### config.mk
export PLATFORM = sky130hd
export DESIGN_NAME = split_mod6_counter
export DESIGN_NICKNAME = d
export VERILOG_FILES = /design/src/rtl/split_ctr_pkg.sv /design/src/rtl/split_ctr_cmd.sv /design/src/rtl/split_ctr_half.sv /design/src/rtl/split_ctr_merge.sv /design/src/rtl/split_mod6_counter.sv
export SDC_FILE = /design/constraint.sdc
export NUM_CORES = 1
export LEC_CHECK = 0
export CAP_MARGIN = 15
export CORE_AREA = 2 2 39 41
export DETAILED_ROUTE_END_ITERATION = 6
export DIE_AREA = 0 0 41 43
export HOLD_SLACK_MARGIN = 0.05
export PLACE_DENSITY = 0.46
export SYNTH_ARGS = -nofsm -noshare
export SYNTH_HDL_FRONTEND = slang
export SYNTH_SLANG_ARGS = --single-unit
export TNS_END_PERCENT = 10
### constraint.sdc
create_clock -name clk -period 1.96 [get_ports clk]
set_input_delay 0.588 -clock clk [delete_from_list [all_inputs] [get_ports clk]]
set_output_delay 0.588 -clock clk [all_outputs]
set_load 0.03 [all_outputs]
### src/rtl/split_ctr_pkg.sv
package split_ctr_pkg;
  localparam int CODE_W   = 2;
  localparam int HALF_CNT = 3;
  localparam int TOTAL    = 2 * HALF_CNT;
  localparam int COUNT_W  = $clog2(TOTAL);

  localparam logic [CODE_W-1:0] POS_FIRST = 2'd0;
  localparam logic [CODE_W-1:0] POS_MID   = 2'd1;
  localparam logic [CODE_W-1:0] POS_LAST  = 2'd2;
  localparam logic [CODE_W-1:0] PARKED    = 2'd3;
endpackage

### src/rtl/split_ctr_cmd.sv
module split_ctr_cmd (
  input  logic up_req,
  input  logic dn_req,
  output logic up_step,
  output logic dn_step
);
  // single priority rule shared by both halves: up wins
  always_comb begin
    up_step = up_req;
    dn_step = dn_req & ~up_req;
  end
endmodule

### src/rtl/split_ctr_half.sv
module split_ctr_half
  import split_ctr_pkg::*;
#(
  parameter bit START_PARKED = 1'b0
) (
  input  logic              clk,
  input  logic              rst,
  input  logic              up_step,
  input  logic              dn_step,
  input  logic [CODE_W-1:0] partner,
  output logic [CODE_W-1:0] state_o
);
  logic [CODE_W-1:0] state_q, state_d;
  logic [CODE_W-1:0] reset_code;

  generate
    if (START_PARKED) begin : g_rst_parked
      assign reset_code = PARKED;
    end else begin : g_rst_active
      assign reset_code = POS_FIRST;
    end
  endgenerate

  always_comb begin
    state_d = state_q;
    unique case (state_q)
      POS_FIRST: begin
        if (up_step)      state_d = POS_MID;
        else if (dn_step) state_d = PARKED;
      end
      POS_MID: begin
        if (up_step)      state_d = POS_LAST;
        else if (dn_step) state_d = POS_FIRST;
      end
      POS_LAST: begin
        if (up_step)      state_d = PARKED;
        else if (dn_step) state_d = POS_MID;
      end
      default: begin
        // leave parking only when the partner is leaving toward us
        if (up_step && partner == POS_LAST)       state_d = POS_FIRST;
        else if (dn_step && partner == POS_FIRST) state_d = POS_LAST;
      end
    endcase
  end

  always_ff @(posedge clk) begin
    if (rst) state_q <= reset_code;
    else     state_q <= state_d;
  end

  assign state_o = state_q;

  AST_UP_ADVANCE: assert property (@(posedge clk) disable iff (rst)
    (up_step && (state_q == POS_FIRST || state_q == POS_MID)) |=> (state_q == $past(state_q) + 2'd1));
  AST_DN_RETREAT: assert property (@(posedge clk) disable iff (rst)
    (dn_step && (state_q == POS_MID || state_q == POS_LAST)) |=> (state_q == $past(state_q) - 2'd1));
  AST_HOLD_IDLE: assert property (@(posedge clk) disable iff (rst)
    (!up_step && !dn_step) |=> $stable(state_q));
  AST_PARK_WAIT: assert property (@(posedge clk) disable iff (rst)
    (state_q == PARKED && partner == POS_MID) |=> (state_q == PARKED));
endmodule

### src/rtl/split_ctr_merge.sv
module split_ctr_merge
  import split_ctr_pkg::*;
(
  input  logic [CODE_W-1:0]  low_code,
  input  logic [CODE_W-1:0]  high_code,
  output logic [COUNT_W-1:0] count
);
  always_comb begin
    if (low_code != PARKED) count = COUNT_W'(low_code);
    else                    count = COUNT_W'(high_code) + COUNT_W'(HALF_CNT);
  end
endmodule

### src/rtl/split_mod6_counter.sv
module split_mod6_counter
  import split_ctr_pkg::*;
(
  input  logic       clk,
  input  logic       rst,
  input  logic       step_up,
  input  logic       step_down,
  output logic [2:0] count_o,
  output logic [1:0] low_state_o,
  output logic [1:0] high_state_o
);
  logic up_step, dn_step;
  logic [CODE_W-1:0] low_code, high_code;
  logic [COUNT_W-1:0] count;

  split_ctr_cmd u_cmd (
    .up_req (step_up),
    .dn_req (step_down),
    .up_step(up_step),
    .dn_step(dn_step)
  );

  split_ctr_half #(.START_PARKED(1'b0)) u_low (
    .clk    (clk),
    .rst    (rst),
    .up_step(up_step),
    .dn_step(dn_step),
    .partner(high_code),
    .state_o(low_code)
  );

  split_ctr_half #(.START_PARKED(1'b1)) u_high (
    .clk    (clk),
    .rst    (rst),
    .up_step(up_step),
    .dn_step(dn_step),
    .partner(low_code),
    .state_o(high_code)
  );

  split_ctr_merge u_merge (
    .low_code (low_code),
    .high_code(high_code),
    .count    (count)
  );

  assign count_o      = count;
  assign low_state_o  = low_code;
  assign high_state_o = high_code;

  AST_ONE_PARKED: assert property (@(posedge clk) disable iff (rst)
    ((low_code == PARKED) != (high_code == PARKED)));
  AST_HANDOFF_LOW: assert property (@(posedge clk) disable iff (rst)
    $rose(low_code == PARKED) |-> $fell(high_code == PARKED));
  AST_HANDOFF_HIGH: assert property (@(posedge clk) disable iff (rst)
    $rose(high_code == PARKED) |-> $fell(low_code == PARKED));
  AST_UP_PRIORITY: assert property (@(posedge clk) disable iff (rst)
    (step_up && step_down) |=>
      (count == (($past(count) == 3'd5) ? 3'd0 : $past(count) + 3'd1)));
  AST_DOWN_WRAP: assert property (@(posedge clk) disable iff (rst)
    (!step_up && step_down && count == 3'd0) |=> (count == 3'd5));
  AST_COUNT_RANGE: assert property (@(posedge clk) disable iff (rst)
    (count <= 3'd5));
endmodule

==> flow_summary.ini, run 1 <==
[outcome]
outcome = finished clean

[clocking]
clock_sinks = 4
cts_buffers = 3
htree_levels = 1
clk_transition_reported_paths_ns = 0.04
cts_tree = done
clockRootBuffer = clkbuf_4
clk_latency_ns = 0.24
clk_path_buf_depth = 2
post-cts-setup-buffers = 0

[drt]
wl_met3_um = 28
viasPerCell = 4.90
detail_route.wl_per_cell_um = 10.9
drtIter0Drc = 6
drt-met1-wl_um = 407
vias = 377
top_layer = met4
drt-total-wl_um = 843
drt-pass1-iter-count = 4
route.met2.wl_um = 396
route.detailed.drc = 0
ant_nets = 0

[global_route]
grt_pass1_wl_um = 1510
gr-total-overflow = 0
first_global_vias = 358
antenna_found_initial = 0
grt_max_degree = 10
grt_usage = 0.129

[synthesis]
yosysMostFrequentCell = ha_1
synth_area_leader_cell = dfxtp_1
synthFlopType = dfxtp_1
synth_seq_cells = 4
syn-num-nets = 51
synth_top_area_share = 0.238
syn_area_sq_um = 337
synth_cells = 42
seq_area_frac_synth = 0.238
syn-mean-instance-area_sq_um = 8.01
synth-edff-count = 0
yosysWarnings = 0
ys_top_cells_by_area = dfxtp_1 (24%), ha_1 (19%), mux2i_1 (5.9%), a21oi_1 (4.5%), nor3_1 (4.5%)
yosysUniqueCellTypes = 21
synth_common_cells = ha_1 (5), dfxtp_1 (4), inv_1 (4), nor2_1 (4)
async_flop_share = 0

[timing]
slew_headroom = 0.793
fin_worst_skew_ns = 0.00102
final-setup-viol-count = 0
hold_viol_final = 0
worstMarginPinSlew_ns = 0.309
fin_crit_sh = 0.959
max_freq_mhz = 532
rsz0062_at_grt = no
hold_ws_ns = 0.561
layout_setup_ws_ns = 0.0808
period_needed_ns = 1.88
final-max-slew-violation-count = 0
setup-tns-final_ns = 0

[cells_and_area]
multiInputGateArea_sq_um = 244
layout.cells.non_filler = 77
ff_latch_area_sq_um = 81.3
drive_gt1_frac = 0.311
diodes = 0
fin_nets = 72
area_growth_pct = 58.0
fillCellCount = 162

[power_and_ir_drop]
powerDensity_nw_per_um2 = 1060
irDropWorstVdd_v = 0.000429
p_leak_nw = 0.240
p_total_mw = 0.563

[setup_path]
path_buf_inv = 1
r2r-end = u_high.state_o[0]$_SDFFE_PP1P_
path_class = reg2out
path_cells = clkdlybuf4s50_1
worstPathArrival_ns = 1.29
crit_path_max_incr_delay_ns = 0.68
crit_slowest_cell = clkdlybuf4s50_1
rr_worst_depth = 7
cp_top_family = buffers and inverters
start_kind = flop
crit_fanout = 6
crit_path_end_kind = primary output
r2r_start = u_high.state_o[0]$_SDFFE_PP1P_
r2r_slack_ns = 0.35
required_ns = 1.37

[die]
die_y_um = 43
coreArea_sq_um = 1380
fp-row-count = 14
die-area_sq_um = 1760
die_w_um = 41
start_util = 0.243
num_io_pins = 11

[placed_design]
dpl_worst_slack_ns = -0.0494
hpwl_um = 648
gp_congestion = 0.766
place.port_buffers = 10
placed_cells = 74

[min_path]
worstHoldPathCells = 2
hold_path.class = reg2reg
hp-start = u_high.state_o[1]$_SDFFE_PP1P_
holdPathEnd = u_high.state_o[1]$_SDFFE_PP1P_

[run]
cap_violations = 0
[stage by stage]
step	area, sq um	util
4_1_cts	529	0.382
3_3_place_gp	505	0.365
5_1_grt	532	0.384
2_1_floorplan	345	-
6_report	532	0.384
3_5_place_dp	505	0.365
[per-layer routing]
metal	track usage	vias up
met5	0	-
met4	0.0400	0
met3	0.0628	2
met2	0.169	8
met1	0.180	173
li1	-	194
[flip-flops by register name (all words and copies together), names as in the netlist]
| register | cells |
|---|---|
| u_low.state_o | 2 |
| u_high.state_o | 2 |
[layout by cell type, fill, tap and decap left out, types with 2 or more instances in the layout]
cell and count:
dfxtp_1 3, nor2_1 4, a21oi_1 2, buf_4 10, o21ai_0 3, clkdlybuf4s50_1 7, ha_1 4, mux2i_1 2
inv_1 4, clkbuf_4 3, a31oi_1 2, nor3_1 3
[repair_timing]
| action | in CTS | in global routing |
|---|---|---|
| hold buffers | 0 | 0 |
| gates resized for setup | 1 | 1 |
| endpoints found under the setup margin | 2 | 2 |
[how the worst max path moves through the flow]
stage                                         startpoint                             end  slack, ns  depth (start not counted)
after floorplan            u_low.state_o[0]$_SDFFE_PP0P_                      count_o[0]      -0.09                          2
after global placement                           step_up  u_high.state_o[1]$_SDFFE_PP1P_      -0.05                          5
after detailed placement                         step_up  u_high.state_o[1]$_SDFFE_PP1P_      -0.05                          5
after CTS                 u_high.state_o[0]$_SDFFE_PP1P_                      count_o[2]       0.01                          4
after global routing      u_high.state_o[1]$_SDFFE_PP1P_                 high_state_o[1]       0.02                          1
final                     u_high.state_o[1]$_SDFFE_PP1P_                 high_state_o[1]       0.08                          1
[kinds of logic after synthesis]
family / share of synthesized area
AOI/OAI and AO/OA: 0.223
adders and majority gates: 0.186
buffers and inverters: 0.0706
DFF: 0.238
muxes: 0.0595
and+or+nand+nor: 0.223
[where the power goes]
part           leakage [nW]  internal (mW)  switching (mW)
clock network        0.0138         0.0685          0.0343
registers            0.0328          0.104          0.0207
logic                 0.193          0.156           0.180
total                 0.240          0.328           0.235
[layout make-up]
| type | count | share of cell area |
|---|---|---|
| Multi-Input combinational cell | 32 | 0.459 |
| Tap cell | 16 | 0.0376 |
| Sequential cell | 4 | 0.153 |
| Clock buffer | 3 | 0.0424 |
| Timing Repair Buffer | 17 | 0.273 |
| Inverter | 5 | 0.0353 |
No activity file was read; power rests on OpenSTA's default activity.
==> run 2: changes to the inputs <==
--- a/config.mk
+++ b/config.mk
@@ -10,6 +10,7 @@
 export DETAILED_ROUTE_END_ITERATION = 6
 export DIE_AREA = 0 0 41 43
 export HOLD_SLACK_MARGIN = 0.05
+export MAX_ROUTING_LAYER = met4
 export PLACE_DENSITY = 0.46
 export SYNTH_ARGS = -nofsm -noshare
 export SYNTH_HDL_FRONTEND = slang
==> constraint.sdc (replaced) <==
create_clock -name clk -period 1.96 [get_ports clk]
set_input_delay 0.588 -clock clk [delete_from_list [all_inputs] [get_ports clk]]
set_output_delay 0.588 -clock clk [all_outputs]
set_load 0.005 [all_outputs]
==> flow_summary.ini, run 2 (same netlist as run 1, synthesis figures left out) <==
[clocking]
clk_path_buf_depth = 2
cts_buffers = 3
clockRootBuffer = clkbuf_4
post-cts-setup-buffers = 0
htree_levels = 1
clk_transition_reported_paths_ns = 0.04
clock_sinks = 4
clk_latency_ns = 0.24
cts_hold_buf = 0
cts_tree = done

[timing]
worstMarginPinSlew_ns = 0.276
max_freq_mhz = 538
final-setup-viol-count = 0
hold_viol_final = 0
layout_setup_ws_ns = 0.101
fin_worst_skew_ns = 0.00648
setup-tns-final_ns = 0
hold_ws_ns = 0.648
slew_headroom = 0.814
period_needed_ns = 1.86
fin_crit_sh = 0.949
final-max-slew-violation-count = 0

[placed_design]
gp_congestion = 0.826
placed_cells = 77
place.port_buffers = 10
dpl_worst_slack_ns = -0.104
hpwl_um = 677

[setup_path]
crit_fanout = 2
required_ns = 1.37
r2r-end = u_high.state_o[1]$_SDFFE_PP1P_
path_class = reg2out
rr_worst_depth = 6
path_cells = inv_1 -> ha_1 -> a21oi_2 -> clkdlybuf4s15_1
r2r_slack_ns = 0.31
crit_slowest_cell = dfxtp_1
r2r_start = u_high.state_o[0]$_SDFFE_PP1P_
crit_path_end_kind = primary output
start_kind = flop
worstPathArrival_ns = 1.27
crit_path_max_incr_delay_ns = 0.34

[cells_and_area]
final_common_cell = buf_4
drive_gt1_frac = 0.266
layout_common_cells = buf_4 (10), clkdlybuf4s50_1 (7), ha_1 (5), inv_1 (4), nor2_1 (4)
layout.cells.non_filler = 80
area_growth_pct = 63.9
diodes = 0
fin_nets = 75

[power_and_ir_drop]
p_leak_nw = 0.260
p_total_mw = 0.534
irDropWorstVdd_v = 0.000334
powerDensity_nw_per_um2 = 968

[drt]
drt-met1-wl_um = 424
drt-pass1-iter-count = 4
route.detailed.drc = 0
viasPerCell = 4.93
ant_nets = 0
vias = 394
wl_met3_um = 10
detail_route.wl_per_cell_um = 11.3
route.met2.wl_um = 468
drt-total-wl_um = 903
drtIter0Drc = 5
top_layer = met3

[global_route]
grt_usage = 0.132
gr-total-overflow = 0
grt_max_degree = 7
grt_pass1_wl_um = 1540
first_global_vias = 378
antenna_found_initial = 0

[min_path]
worstHoldPathCells = 2
hold_path.class = reg2reg
hp-start = u_low.state_o[0]$_SDFFE_PP0P_
holdPathEnd = u_low.state_o[1]$_SDFFE_PP0P_

[run]
cap_violations = 0

[die]
fp-row-count = 14
die_y_um = 43
die-area_sq_um = 1760
die_w_um = 41
start_util = 0.243
coreArea_sq_um = 1380
num_io_pins = 11

[outcome]
outcome = finished clean
## run 2: cell count changes in the layout (fill, tap and decap cells not counted), sizes merged
cell	before	now
dlygate4sd2	0	2
clkdlybuf4s15	0	1
## run 2: where the power goes
part	internal (mW)	total (mW)	switching, mW
Clock	0.0686	0.103	0.0348
Sequential	0.103	0.120	0.0172
Combinational	0.172	0.310	0.138
## run 2: worst max path at each step
stage / endpoint / cells after the start / slack [ns] / start
final: count_o[1] / 4 / 0.10 / u_high.state_o[1]$_SDFFE_PP1P_
after CTS: count_o[1] / 4 / 0.04 / u_high.state_o[1]$_SDFFE_PP1P_
after global routing: count_o[1] / 4 / -0.0009 / u_high.state_o[1]$_SDFFE_PP1P_
after floorplan: u_high.state_o[0]$_SDFFE_PP1P_ / 4 / 0.40 / u_high.state_o[0]$_SDFFE_PP1P_
after global placement: u_high.state_o[1]$_SDFFE_PP1P_ / 5 / -0.08 / step_up
after detailed placement: u_high.state_o[1]$_SDFFE_PP1P_ / 5 / -0.10 / step_up
## run 2: metal layers
layer  vias to the layer above  global-route usage
li1                        200                   -
met1                       190               0.170
met2                         4               0.188
met3                         0              0.0157
met4                         0              0.0800
met5                         -                   -
## run 2: metrics by stage
stage	area, sq um	utilization
CTS	547	0.395
floorplan	337	-
detailed placement	527	0.381
finish	552	0.399
global placement	527	0.381
global route	552	0.399
## run 2: critical path: cells and delay by family, from the launching register on
| kind | cells | cell delay (ns) |
|---|---|---|
| buf+inv | 2 | 0.28 |
| fa+ha+maj | 1 | 0.29 |
| flops | 1 | 0.34 |
| compound gates | 1 | 0.13 |
## run 2: cell type report
class                   instances  area (sq um)
repair buffers                 20           173
well taps                      16          20.0
inverters                       5          18.8
multi-input cells              32           236
clock buffers                   3          22.5
flip-flops and latches          4          81.3
fillers                       145           832
## run 2: timing repair
item	4_1_cts	5_1_grt
endpoints found under the hold margin	0	0
resized for setup	4	2
pin swaps	0	0
setup endpoints to repair	3	1
==> run 3: changes to the inputs <==
--- a/config.mk
+++ b/config.mk
@@ -9,7 +9,7 @@
 export CORE_AREA = 2 2 39 41
 export DETAILED_ROUTE_END_ITERATION = 6
 export DIE_AREA = 0 0 41 43
-export HOLD_SLACK_MARGIN = 0.05
+export HOLD_SLACK_MARGIN = 0.06
 export MAX_ROUTING_LAYER = met4
 export PLACE_DENSITY = 0.46
 export SYNTH_ARGS = -nofsm -noshare
==> results of run 3 <==
No change in the layout: final DEF, timing and power equal those of run 2.
